### config.mk
export PLATFORM = sky130hd
export DESIGN_NAME = xfer_trip_validator
export DESIGN_NICKNAME = d
export VERILOG_FILES = /design/src/rtl/xtv_pkg.sv /design/src/rtl/xtv_datapath.sv /design/src/rtl/xtv_control.sv /design/src/rtl/xfer_trip_validator.sv
export SDC_FILE = /design/constraint.sdc
export NUM_CORES = 1
export LEC_CHECK = 0
export BUFFER_PORTS_ARGS = -buffer_cell sky130_fd_sc_hd__buf_4
export CORE_MARGIN = 1.5
export CORE_UTILIZATION = 50
export CTS_CLUSTER_DIAMETER = 120
export DETAILED_ROUTE_END_ITERATION = 10
export PLACE_DENSITY = 0.85
export SLEW_MARGIN = 30
export SYNTH_ARGS = -nofsm -noshare
export SYNTH_HDL_FRONTEND = slang
export SYNTH_SLANG_ARGS = --single-unit
### constraint.sdc
create_clock -name clk -period 2.2 [get_ports clk]
set_input_delay 0.11 -clock clk [delete_from_list [all_inputs] [get_ports clk]]
set_output_delay 0.11 -clock clk [all_outputs]
set_load 0.02 [all_outputs]
### src/rtl/xtv_pkg.sv
package xtv_pkg;

  // Strobes sent from the control path to the datapath.
  typedef struct packed {
    logic tmrClear;  // return the pickup timer to zero
    logic tmrStep;   // advance the pickup timer by one sample
  } xtv_ctrl_t;

  // Pickup threshold in samples: 0.75 * spc, rounded half up.
  function automatic int unsigned pickupSamples(input int unsigned spc);
    return (3 * spc + 2) / 4;
  endfunction

endpackage

### src/rtl/xtv_datapath.sv
module xtv_datapath
  import xtv_pkg::*;
#(
  parameter int unsigned NUM_CH            = 3,
  parameter int unsigned SAMPLES_PER_CYCLE = 16,
  parameter int unsigned CONFIRM_PKTS      = 3
) (
  input  logic              clk,
  input  logic              rst,
  input  logic [NUM_CH-1:0] pktValid,
  input  logic [NUM_CH-1:0] pktTrip,
  input  logic [NUM_CH-1:0] chActive,
  input  xtv_ctrl_t         ctrl,
  output logic [NUM_CH-1:0] rxFlag,
  output logic [NUM_CH-1:0] cntOk,
  output logic              tmrDone
);

  localparam int unsigned THRESH = pickupSamples(SAMPLES_PER_CYCLE);
  localparam int unsigned TW     = $clog2(THRESH + 1);
  localparam int unsigned CW     = $clog2(CONFIRM_PKTS + 1);

  // One status bit and one consecutive-packet counter for each channel.
  for (genvar g = 0; g < NUM_CH; g++) begin : gChan
    logic [CW-1:0] pktRun;

    always_ff @(posedge clk) begin
      if (rst || !chActive[g]) begin
        rxFlag[g] <= 1'b0;
        pktRun    <= '0;
      end else if (pktValid[g]) begin
        rxFlag[g] <= pktTrip[g];
        if (!pktTrip[g])
          pktRun <= '0;
        else if (pktRun != CW'(CONFIRM_PKTS))
          pktRun <= pktRun + 1'b1;
      end
    end

    assign cntOk[g] = (pktRun >= CW'(CONFIRM_PKTS));
  end

  // Pickup timer; it counts sample strobes and stops at the threshold.
  logic [TW-1:0] tmrCount;

  always_ff @(posedge clk) begin
    if (rst || ctrl.tmrClear)
      tmrCount <= '0;
    else if (ctrl.tmrStep && (tmrCount != TW'(THRESH)))
      tmrCount <= tmrCount + 1'b1;
  end

  assign tmrDone = (tmrCount == TW'(THRESH));

endmodule

### src/rtl/xtv_control.sv
module xtv_control
  import xtv_pkg::*;
#(
  parameter int unsigned NUM_CH = 3
) (
  input  logic [NUM_CH-1:0] rxFlag,
  input  logic [NUM_CH-1:0] cntOk,
  input  logic [NUM_CH-1:0] chActive,
  input  logic              tmrDone,
  input  logic              tripEnable,
  input  logic              stubMode,
  input  logic              distDetect,
  input  logic              sampleTick,
  output xtv_ctrl_t         ctrl,
  output logic              tripValid
);

  logic qualified;
  logic allowed;
  logic armed;
  logic confirmed;

  always_comb begin
    qualified = |(rxFlag & chActive);
    allowed   = tripEnable && !stubMode;
    armed     = qualified && allowed;
    confirmed = |(cntOk & chActive);

    ctrl.tmrClear = !armed;
    ctrl.tmrStep  = armed && sampleTick;

    tripValid = armed && (distDetect || (tmrDone && confirmed));
  end

endmodule

### src/rtl/xfer_trip_validator.sv
module xfer_trip_validator
  import xtv_pkg::*;
#(
  parameter int unsigned NUM_CH            = 3,
  parameter int unsigned SAMPLES_PER_CYCLE = 16,
  parameter int unsigned CONFIRM_PKTS      = 3
) (
  input  logic              clk,
  input  logic              rst,
  input  logic              sampleTick,
  input  logic [NUM_CH-1:0] pktValid,
  input  logic [NUM_CH-1:0] pktTrip,
  input  logic [NUM_CH-1:0] chActive,
  input  logic              tripEnable,
  input  logic              stubMode,
  input  logic              distDetect,
  output logic [NUM_CH-1:0] chTripRx,
  output logic              tripValid
);

  xtv_ctrl_t         ctrl;
  logic [NUM_CH-1:0] rxFlag;
  logic [NUM_CH-1:0] cntOk;
  logic              tmrDone;

  xtv_datapath #(
    .NUM_CH(NUM_CH),
    .SAMPLES_PER_CYCLE(SAMPLES_PER_CYCLE),
    .CONFIRM_PKTS(CONFIRM_PKTS)
  ) uDatapath (
    .clk(clk),
    .rst(rst),
    .pktValid(pktValid),
    .pktTrip(pktTrip),
    .chActive(chActive),
    .ctrl(ctrl),
    .rxFlag(rxFlag),
    .cntOk(cntOk),
    .tmrDone(tmrDone)
  );

  xtv_control #(
    .NUM_CH(NUM_CH)
  ) uControl (
    .rxFlag(rxFlag),
    .cntOk(cntOk),
    .chActive(chActive),
    .tmrDone(tmrDone),
    .tripEnable(tripEnable),
    .stubMode(stubMode),
    .distDetect(distDetect),
    .sampleTick(sampleTick),
    .ctrl(ctrl),
    .tripValid(tripValid)
  );

  assign chTripRx = rxFlag;

endmodule

==> run_results.csv <==
group,metric,value,unit
run,cap_violations,0,
clock_tree,cts-hold-fix-buffers,0,
timing,slew_viol_final,0,
clock_tree,cts_tree,"built",
outcome,status,"finished, final reports clean",
timing,fin_crit_sh,81.5,%
timing,skew,4.09,ps
power_and_ir_drop,p_per_area,506,mW/mm2
timing,setup_viol,0,
die,core-area,0.00132,mm2
die,num_io_pins,19,
clock_tree,cts.repair.resized,0,
clock_tree,clk_latency,280,ps
global_routing,antenna_found_initial,0,
route,vias,642,
route,drtIter0Drc,12,
layout,stdcell_area,892,um2
timing,finalSetupTns,0,ps
synthesis,yosys.area_share.xor_xnor,0,%
route,firstDrtPassIters,4,
route,ant_nets,0,
worst_setup_path,cp_max_fo,5,
clock_tree,cts.sinks,13,
synthesis,yosysWarnings,0,
synthesis,yosysUniqueCellTypes,25,
clock_tree,clk_pin_slew,80,ps
route,routed_wl,1520,um
placement,dpl_cell_area,866,um2
global_routing,grt_pass1_wl,2290,um
timing,hold_viol_final,0,
route,via_per_inst,5.68,
worst_setup_path,worst_path_max_delay_cell,"dfxtp_1",
timing,rsz0062_at_grt,"no",
power_and_ir_drop,vdd_drop_max,0.407,mV
worst_setup_path,start_kind,"flop",
clock_tree,ctsHtreeMaxLevel,1,
route,routedWlPerCell,13.4,um
placement,dp.final_hpwl,1120,um
synthesis,synth.cell_area,712,um2
power_and_ir_drop,leakagePower,0.365,nW
layout,fin_util,67.7,%
global_routing,grt_max_degree,8,
global_routing,grt_pass1_vias,541,
hold_path,hold_start,"pktTrip[0]",
clock_tree,post_cts_buffers,0,
die,start_util,54.0,%
timing,relSlewSlack,75.8,%
power_and_ir_drop,p_total,0.451,mW
route,remaining_drc_errors,0,
global_routing,grt-ovfl-total,0,
synthesis,yosys.area_share.simple,28.5,%
die,die_w,40.7,um
die,fp-row-count,13,
timing,period_minus_slack,1790,ps
placement,portBuffers,18,
worst_setup_path,worst_path_largest_cell_delay,340,ps
hold_path,worstHoldPathType,"in -> reg",
worst_setup_path,crit_family,"compound AO/OA/AOI/OAI gates",
synthesis,seq_area_frac_synth,36.6,%
synthesis,synth_top_family_by_area,"simple AND/OR/NAND/NOR gates",
worst_setup_path,r2r-start,"uDatapath.rxFlag[0]",
worst_setup_path,crit_type,"reg -> out",
worst_setup_path,crit_chain,"ha_1 > a222oi_1 > o21bai_1 > and4bb_2 > buf_4",
synthesis,syn-num-nets,96,
global_routing,grt_use_total,21.8,%
layout,layout.nets,119,
die,dieArea,0.00166,mm2
clock_tree,cts_buffer_depth,2,
placement,place_congestion,0.653,
worst_setup_path,cp_data_arrival_time,1680,ps
layout,drive_gt1_share,27.6,%
synthesis,syn-instance-count,76,
worst_setup_path,cp-end-kind,"output pin",
synthesis,synthAdderAreaFrac,8.79,%
synthesis,syn_area_per_cell,9.37,um2
timing,fmax,558,MHz
synthesis,yosys-mux-area-fraction,4.22,%
synthesis,synth-compound-area-share,19.9,%
clock_tree,clockRootBuffer,"clkbuf_4",
timing,tightest_slew,362,ps
worst_setup_path,crit_start,"uDatapath.gChan[0].pktRun[0]",
die,dieHeight,40.7,um
layout,syn_to_final_growth,25.3,%
layout,insertedDiodeCount,0,
synthesis,ys_seq_elements,13,
clock_tree,cts_made_buffers,3,
worst_setup_path,cp.buffers_inverters,1,
worst_setup_path,required,2090,ps
cells by family after synthesis:
kind of cell               Yosys count
muxes                                3
AOI/OAI and AO/OA                   20
and+or+nand+nor                     31
adders and majority gates            5
buffers and inverters                4
DFF                                 13
placed cells by master (no fill, tap or decap):
master	instances
or2b_1	2
and2_1	1
a21bo_2	2
a21oi_1	7
o21ai_0	3
and4bb_2	1
dfxtp_1	13
nor3_1	1
a31oi_1	3
nand3_1	6
inv_1	4
mux2i_1	3
o21bai_1	1
clkbuf_1	1
nor3b_1	1
nor2_1	5
buf_4	18
and3_1	1
nand4_1	1
nor4bb_1	2
nand2_1	1
nand2b_1	5
a211oi_2	2
a222oi_1	2
clkbuf_4	3
or4b_4	1
nand4b_1	3
ha_1	5
path summary, 6_finish.rpt:
kind / cells after the start / slack (ps) / end
setup / recovery: 5 / 410 / tripValid
hold / removal: 3 / 90 / uDatapath.rxFlag[0]
setup reg to reg: 3 / 930 / uDatapath.tmrCount[3]
hold reg to reg: 2 / 510 / uDatapath.gChan[1].pktRun[1]
where the power goes:
group          internal [mW]  leakage (nW)  switching [mW]  total [mW]
logic                 0.0335         0.245          0.0252      0.0587
clock network         0.0704        0.0150          0.0796       0.150
registers              0.239         0.105         0.00337       0.242
total                  0.343         0.365           0.108       0.451
synth_stat cells:
cell	n	area (um2)
a211oi_2	2	25.0
a21bo_2	2	20.0
a21oi_1	7	35.0
a222oi_1	2	20.0
a31oi_1	3	18.8
and2_1	1	6.26
and3_1	1	6.26
and4bb_2	1	12.5
dfxtp_1	13	260
ha_1	5	62.6
inv_1	4	15.0
mux2i_1	3	30.0
nand2_1	1	3.75
nand2b_1	5	31.3
nand3_1	6	30.0
nand4_1	1	6.26
nand4b_1	3	26.3
nor2_1	5	18.8
nor3_1	1	5.00
nor3b_1	1	7.51
nor4bb_1	2	20.0
o21ai_0	3	15.0
o21bai_1	1	7.51
or2b_1	2	15.0
or4b_4	1	13.8
worst min-delay path, delay by kind of cell:
| kind | cells | cell delay [ps] |
|---|---|---|
| buffers and inverters | 1 | 100 |
| AND/OR/NAND/NOR | 1 | 70 |
| multiplexers | 1 | 60 |
cell type report:
type	count	area (um2)
Sequential cell	13	260
Inverter	4	15.0
Clock buffer	4	26.3
Timing Repair Buffer	18	135
Fill cell	110	425
Multi-Input combinational cell	59	437
Tap cell	15	18.8
routing by layer:
| metal | track usage [%] | wire (um) | vias to the layer above |
|---|---|---|---|
| li1 | - | - | 338 |
| met2 | 35.7 | 720 | 17 |
| met4 | 5.00 | 11 | 0 |
| met5 | 0 | 0 | - |
| met3 | 9.78 | 74 | 3 |
| met1 | 25.8 | 713 | 284 |
sequential cells by signal (all words and copies together) (netlist names):
name and cells:
uDatapath.gChan.pktRun 6, uDatapath.tmrCount 4, uDatapath.rxFlag 3
through the flow:
step | instances | hold slack, ps | worst slack [ps]
final | 113 | 94.1 | 406
after global routing | 113 | 95.3 | 284
after CTS | 113 | 92.0 | 398
after detailed placement | 109 | 384 | 732
after global placement | 109 | 369 | 744
after floorplan | 76 | 257 | 886
Note: power is estimated with default switching activity, not from simulation.
